--- config.mk ---
export PLATFORM = sky130hd
export DESIGN_NAME = cfg_par_port
export DESIGN_NICKNAME = d
export VERILOG_FILES = /design/src/rtl/cfg_par_pkg.sv /design/src/rtl/cfgp_gate.sv /design/src/rtl/cfgp_pack.sv /design/src/rtl/cfgp_ctrl.sv /design/src/rtl/cfg_par_port.sv
export SDC_FILE = /design/constraint.sdc
export NUM_CORES = 1
export LEC_CHECK = 0
export CAP_MARGIN = 0
export CORE_ASPECT_RATIO = 1.25
export CORE_MARGIN = 2
export CORE_UTILIZATION = 50
export CTS_CLUSTER_SIZE = 16
export DETAILED_ROUTE_END_ITERATION = 10
export DONT_BUFFER_PORTS = 1
export SETUP_SLACK_MARGIN = 0.4
export SLEW_MARGIN = 40
export SYNTH_ARGS = -nofsm -noshare
export SYNTH_HDL_FRONTEND = slang
export SYNTH_SLANG_ARGS = --single-unit
--- constraint.sdc ---
create_clock -name clk -period 1.8 [get_ports clk]
set_clock_uncertainty 0.15 [all_clocks]
set_input_delay 0.18 -clock clk [delete_from_list [all_inputs] [get_ports clk]]
set_output_delay 0.18 -clock clk [all_outputs]
set_load 0.05 [all_outputs]
--- src/rtl/cfg_par_pkg.sv ---
package cfg_par_pkg;

    // Phase of the word-level controller
    typedef enum logic [1:0] {
        PH_SYNC = 2'd0,   // waiting for the synchronisation word
        PH_LOAD = 2'd1,   // forwarding words downstream
        PH_LOCK = 2'd2,   // bad sync seen, port dead until reset
        PH_DONE = 2'd3    // downstream reported completion
    } phase_e;

endpackage

--- src/rtl/cfgp_gate.sv ---
module cfgp_gate #(
    parameter int BLACKOUT = 50
) (
    input  logic clk,
    input  logic rst_n,
    input  logic en_i,
    input  logic sel_n,
    input  logic wr_n,
    output logic beat_o
);
    localparam int CW = $clog2(BLACKOUT + 1);

    typedef struct packed {
        logic [CW-1:0] cnt;
        logic          open;
    } gate_s;

    gate_s gate_d, gate_q;

    always_comb begin
        gate_d = gate_q;
        if (!gate_q.open) begin
            gate_d.cnt = gate_q.cnt + 1'b1;
            if (gate_q.cnt == CW'(BLACKOUT - 1)) begin
                gate_d.open = 1'b1;
            end
        end
    end

    always_ff @(posedge clk or negedge rst_n) begin
        if (!rst_n) gate_q <= '0;
        else        gate_q <= gate_d;
    end

    // both strobes low qualify a beat; R4: only once the window has elapsed
    assign beat_o = gate_q.open && en_i && !sel_n && !wr_n;

    // the window never reopens once it has elapsed
    a_r4_open_sticky: assert property (@(posedge clk) disable iff (!rst_n)
        gate_q.open |=> gate_q.open);

endmodule

--- src/rtl/cfgp_pack.sv ---
module cfgp_pack #(
    parameter int WORD_W = 32,
    parameter int BUS_W  = 16
) (
    input  logic              clk,
    input  logic              rst_n,
    input  logic              beat_i,
    input  logic              wide_i,
    input  logic [BUS_W-1:0]  bus_i,
    output logic              full_o,
    output logic [WORD_W-1:0] word_o
);
    localparam int NARROW_W = BUS_W / 2;
    localparam int NB_WIDE  = WORD_W / BUS_W;
    localparam int NB_NAR   = WORD_W / NARROW_W;
    localparam int PW       = $clog2(NB_NAR);

    typedef struct packed {
        logic [WORD_W-1:0] acc;
        logic [PW-1:0]     pos;
        logic              full;
    } pack_s;

    pack_s pk_d, pk_q;
    logic  last;

    always_comb begin
        pk_d      = pk_q;
        pk_d.full = 1'b0;
        last      = 1'b0;
        if (beat_i) begin
            if (wide_i) begin
                // newest halfword enters at the top, so the first lands lowest
                pk_d.acc = {bus_i, pk_q.acc[WORD_W-1:BUS_W]};
                last     = (pk_q.pos == PW'(NB_WIDE - 1));
            end else begin
                // same shifting with byte beats
                pk_d.acc = {bus_i[NARROW_W-1:0], pk_q.acc[WORD_W-1:NARROW_W]};
                last     = (pk_q.pos == PW'(NB_NAR - 1));
            end
            if (last) begin
                pk_d.pos  = '0;
                pk_d.full = 1'b1;
            end else begin
                pk_d.pos  = pk_q.pos + 1'b1;
            end
        end
    end

    always_ff @(posedge clk or negedge rst_n) begin
        if (!rst_n) pk_q <= '0;
        else        pk_q <= pk_d;
    end

    assign full_o = pk_q.full;
    assign word_o = pk_q.acc;

    // a word takes at least two beats, so completions never touch
    a_r6_full_spacing: assert property (@(posedge clk) disable iff (!rst_n)
        pk_q.full |=> !pk_q.full);

endmodule

--- src/rtl/cfgp_ctrl.sv ---
module cfgp_ctrl
    import cfg_par_pkg::*;
#(
    parameter int              WORD_W    = 32,
    parameter logic [WORD_W-1:0] SYNC_WORD = 32'h1234_5678
) (
    input  logic              clk,
    input  logic              rst_n,
    input  logic              full_i,
    input  logic [WORD_W-1:0] word_i,
    input  logic              done_i,
    output logic              accept_o,
    output logic              vld_o,
    output logic [WORD_W-1:0] dat_o,
    output logic              ready_o,
    output logic              err_o
);
    typedef struct packed {
        phase_e            ph;
        logic              any;
        logic              vld;
        logic              err;
        logic [WORD_W-1:0] dat;
    } ctrl_s;

    ctrl_s ct_d, ct_q;

    always_comb begin
        ct_d     = ct_q;
        ct_d.vld = 1'b0;
        ct_d.err = 1'b0;
        unique case (ct_q.ph)
            PH_SYNC: begin
                if (full_i) begin
                    if (word_i == SYNC_WORD) begin
                        ct_d.ph  = PH_LOAD;
                    end else begin
                        ct_d.ph  = PH_LOCK;
                        ct_d.err = 1'b1;
                    end
                end
            end
            PH_LOAD: begin
                if (full_i) begin
                    ct_d.vld = 1'b1;
                    ct_d.dat = word_i;
                    ct_d.any = 1'b1;
                end
                if (done_i && ct_q.any) begin
                    ct_d.ph = PH_DONE;
                end
            end
            default: ;
        endcase
    end

    always_ff @(posedge clk or negedge rst_n) begin
        if (!rst_n) ct_q <= '0;
        else        ct_q <= ct_d;
    end

    assign accept_o = (ct_q.ph == PH_SYNC) || (ct_q.ph == PH_LOAD);
    assign vld_o    = ct_q.vld;
    assign dat_o    = ct_q.dat;
    assign err_o    = ct_q.err;
    assign ready_o  = (ct_q.ph == PH_DONE);

    // ready only after a word went out at an earlier edge
    a_r9_ready_after_word: assert property (@(posedge clk) disable iff (!rst_n)
        $rose(ready_o) |-> $past(ct_q.any));

    // a locked port stays locked and silent
    a_r8_lock_final: assert property (@(posedge clk) disable iff (!rst_n)
        (ct_q.ph == PH_LOCK) |=> ((ct_q.ph == PH_LOCK) && !vld_o));

endmodule

--- src/rtl/cfg_par_port.sv ---
module cfg_par_port #(
    parameter int                WORD_W    = 32,
    parameter int                BUS_W     = 16,
    parameter int                BLACKOUT  = 50,
    parameter logic [WORD_W-1:0] SYNC_WORD = 32'h1234_5678
) (
    input  logic              clk,
    input  logic              rst_n,
    input  logic              wide_i,
    input  logic              sel_n,
    input  logic              wr_n,
    input  logic [BUS_W-1:0]  bus_d,
    input  logic              done_i,
    output logic              word_vld,
    output logic [WORD_W-1:0] word_dat,
    output logic              ready,
    output logic              err
);
    localparam int AW = $clog2(BLACKOUT + 2);

    logic              accept;
    logic              beat;
    logic              full;
    logic [WORD_W-1:0] word;

    cfgp_gate #(.BLACKOUT(BLACKOUT)) u_gate (
        .clk    (clk),
        .rst_n  (rst_n),
        .en_i   (accept),
        .sel_n  (sel_n),
        .wr_n   (wr_n),
        .beat_o (beat)
    );

    cfgp_pack #(.WORD_W(WORD_W), .BUS_W(BUS_W)) u_pack (
        .clk    (clk),
        .rst_n  (rst_n),
        .beat_i (beat),
        .wide_i (wide_i),
        .bus_i  (bus_d),
        .full_o (full),
        .word_o (word)
    );

    cfgp_ctrl #(.WORD_W(WORD_W), .SYNC_WORD(SYNC_WORD)) u_ctrl (
        .clk      (clk),
        .rst_n    (rst_n),
        .full_i   (full),
        .word_i   (word),
        .done_i   (done_i),
        .accept_o (accept),
        .vld_o    (word_vld),
        .dat_o    (word_dat),
        .ready_o  (ready),
        .err_o    (err)
    );

    // Edge counter since reset release, used only by the checks below
    logic [AW-1:0] age_d, age_q;
    always_comb begin
        age_d = age_q;
        if (age_q != AW'(BLACKOUT + 1)) age_d = age_q + 1'b1;
    end
    always_ff @(posedge clk or negedge rst_n) begin
        if (!rst_n) age_q <= '0;
        else        age_q <= age_d;
    end

    // nothing can come out while the port is still closed
    a_r4_blackout_quiet: assert property (@(posedge clk) disable iff (!rst_n)
        (age_q <= AW'(BLACKOUT)) |-> (!word_vld && !err));

    // error is a single-cycle pulse
    a_r8_err_one_cycle: assert property (@(posedge clk) disable iff (!rst_n)
        err |=> !err);

    // forwarded words are single-cycle pulses
    a_r7_vld_pulse: assert property (@(posedge clk) disable iff (!rst_n)
        word_vld |=> !word_vld);

    // ready holds until reset
    a_r9_ready_sticky: assert property (@(posedge clk) disable iff (!rst_n)
        ready |=> ready);

    // no words after completion
    a_r10_silent_after_ready: assert property (@(posedge clk) disable iff (!rst_n)
        $past(ready) |-> !word_vld);

endmodule

==> results.sh <==
export IMPL_yosys_top_cells_count="dfrtp_1 (79), nor2_1 (36), buf_4 (35)"
export IMPL_hold_buffers=17
export IMPL_synthFlopType="dfrtp_1"
export IMPL_antennaDiodeCount=0
export IMPL_fmax_ghz=0.680
export IMPL_place_congestion=0.768
export IMPL_core_area_um2=7060
export IMPL_setup_viol=0
export IMPL_drive_above_1_share_pct=32.6
export IMPL_die_x_um=80.7
export IMPL_antenna_found_initial=0
export IMPL_hold_violations=113
export IMPL_synthCells=297
export IMPL_cts_sinks=79
export IMPL_setup_worst_path_class="register to register"
export IMPL_htreeDepth=3
export IMPL_ys_seq_area_share_pct=53.8
export IMPL_port_buffers=0
export IMPL_fillers=624
export IMPL_synth_edff_count=0
export IMPL_max_stage_delay_ns=0.38
export IMPL_root_buffer="clkbuf_8"
export IMPL_leakagePower_nw=1.96
export IMPL_track_usage_pct=18.6
export IMPL_outcome="finished with violations"
export IMPL_min_period_ns=1.47
export IMPL_grt_pass1_vias=2145
export IMPL_maxCapViolCount=0
export IMPL_end_kind="register"
export IMPL_rsz0062_at_grt="true"
export IMPL_synth_cell_types=31
export IMPL_cts_tree="yes"
export IMPL_via_count=2102
export IMPL_cellPowerDensity_nw_per_um2=774
export IMPL_hold_class="input pin to asynchronous set/reset pin"
export IMPL_cts_buffers_inserted=9
export IMPL_ir_worst_vdd_mv=0.392
export IMPL_startpoint_type="register"
export IMPL_syn_num_nets=321
export IMPL_grt_max_degree=80
export IMPL_rows=34
export IMPL_dr_pass1_iters=4
export IMPL_placed_cells=350
export IMPL_synth_top_area_share_pct=53.8
export IMPL_yosys_warnings=0
export IMPL_overflow=0
export IMPL_final_cells=391
export IMPL_cp_data_required_time_ns=1.88
export IMPL_wl_per_cell_um=17.4
export IMPL_ys_ff_latch=79
export IMPL_clockBufferDepth=2
export IMPL_synth_cell_area_um2=3680
export IMPL_finalMaxSlewViolations=0
export IMPL_dieArea_um2=8060
export IMPL_cp_slowest_cell="dfrtp_1"
export IMPL_hold_ws_ns=-0.624
export IMPL_relSlewSlack_pct=67.7
export IMPL_insertion_delay_ns=0.34
export IMPL_die_h_um=99.9
export IMPL_fin_crit_sh_pct=81.8
export IMPL_cp_max_fo=9
export IMPL_yosys_top_cells_area="dfrtp_1 (54%), mux2_2 (9.8%), mux2i_1 (9.0%)"
export IMPL_place_hpwl_um=4310
export IMPL_async_flop_share_pct=100
export IMPL_ios=57
export IMPL_first_iter_violations=110
export IMPL_drt_total_wl_um=6810
export IMPL_cp_arrival_ns=1.55
export IMPL_violations="negative hold slack"
export IMPL_num_nets_final=321
export IMPL_drc=0
export IMPL_syn_avg_cell_area_um2=12.4
export IMPL_worstPathCellList="nor2b_2 -> nand2_2 -> buf_4 -> mux2_2"
export IMPL_final_setup_tns_ns=0
export IMPL_final_antenna_net_count=0
export IMPL_avgViaCountPerCell=5.38
export IMPL_clk_pin_slew_ns=0.08
export IMPL_initial_utilization_pct=52.1
export IMPL_grt_pass1_wl_um=11400
export IMPL_area_growth_pct=11.0
export IMPL_yosysMostFrequentCell="dfrtp_1"
export IMPL_synth_area_leader_cell="dfrtp_1"
export IMPL_tightest_slew_ns=0.485
worst max-delay path, delay by kind of cell (launching register included):
kind                   cells  cell delay (ns)
multiplexers               1             0.35
AND/OR/NAND/NOR            2             0.28
buffers and inverters      1             0.20
flip-flops                 1             0.38
power breakdown:
| group | internal (mW) | switching (mW) | leakage [nW] | total, mW |
|---|---|---|---|---|
| Combinational | 0.0473 | 0.0194 | 0.780 | 0.0666 |
| Sequential | 1.77 | 0 | 1.08 | 1.77 |
| Clock | 0.708 | 0.611 | 0.0985 | 1.32 |
flip-flops by register name, summed over array words and instances (netlist names):
signal	count
u_ctrl.ct_q	3
u_ctrl.vld_o	1
u_pack.pk_q	2
u_pack.word_o	32
u_ctrl.dat_o	32
u_pack.full_o	1
u_ctrl.err_o	1
u_gate.gate_q	7
through the flow:
stage	power (mW)	hold slack [ns]	cell area (µm²)	utilization [%]	worst slack, ns
floorplan	1.86	-0.266	3710	-	0.399
global placement	1.84	-0.263	3560	50.5	0.180
detailed placement	1.84	-0.263	3560	50.5	0.171
CTS	3.19	-0.638	4060	57.5	0.319
global route	3.28	-0.647	4080	57.8	0.234
finish	3.16	-0.624	4080	57.8	0.328
worst paths after layout:
check / startpoint / end / slack, ns / depth (start not counted)
min: rst_n / u_ctrl.dat_o[7]$_DFFE_PN0P_ / -0.62 / 0
min reg2reg: u_gate.gate_q[6]$_DFFE_PN0N_ / u_gate.gate_q[6]$_DFFE_PN0N_ / 0.33 / 1
min in group clk: wide_i / u_pack.full_o$_DFF_PN0_ / -0.14 / 2
max: u_pack.full_o$_DFF_PN0_ / u_ctrl.dat_o[18]$_DFFE_PN0P_ / 0.33 / 4
max in group asynchronous: rst_n / u_pack.word_o[28]$_DFFE_PN0P_ / 2.00 / 0
max reg2reg: u_pack.full_o$_DFF_PN0_ / u_ctrl.dat_o[18]$_DFFE_PN0P_ / 0.33 / 4
metal layers:
layer,share of wire [%],track usage (%)
met3,3.6,3.87
met2,48,28.1
met5,0,0
met4,1.6,7.04
met1,47,26.4
cell type report:
cell class	instances	area, µm²	share of cell area, %
clock buffer	12	155	3.80
clock inverter	3	42.5	1.04
inverter	2	7.51	0.184
multi-input combinational	170	1410	34.7
sequential	79	1980	48.6
tap	90	113	2.76
timing repair buffer	35	367	8.98
placed cells by master (no fill, tap or decap), types with 2 or more instances in the layout:
master,count
dlygate4sd3_1,17
nand2_2,2
nor2_1,35
o21ai_1,2
nand4b_1,2
mux2_2,32
a21oi_1,14
dfrtp_2,4
a21o_1,2
nor4b_2,3
dfrtp_1,75
a21oi_2,18
and4b_1,2
ha_1,2
nand4_1,2
nand2b_1,2
buf_4,13
buf_12,3
xnor2_1,5
mux2i_1,33
xor2_1,2
clkbuf_8,11
inv_1,2
kinds of logic (layout without fill, tap and decap cells):
kind of cell / count (synthesis) / count (layout) / share of synthesized area [%]
xor+xnor: 7 / 7 / 1.67
simple gates: 58 / 58 / 8.58
flops: 79 / 79 / 53.8
compound gates: 38 / 38 / 7.32
fa+ha+maj: 2 / 2 / 0.681
mux: 65 / 65 / 18.8
buf+inv: 48 / 52 / 9.19
repair_timing:
action,4_1_cts,5_1_grt
gates cloned,1,0
endpoints found under the hold margin,114,113
endpoints found under the setup margin,70,69
pin swaps,6,4
gates resized for setup,15,4
setup buffers,7,1
Note: power is estimated with default switching activity, not from simulation.
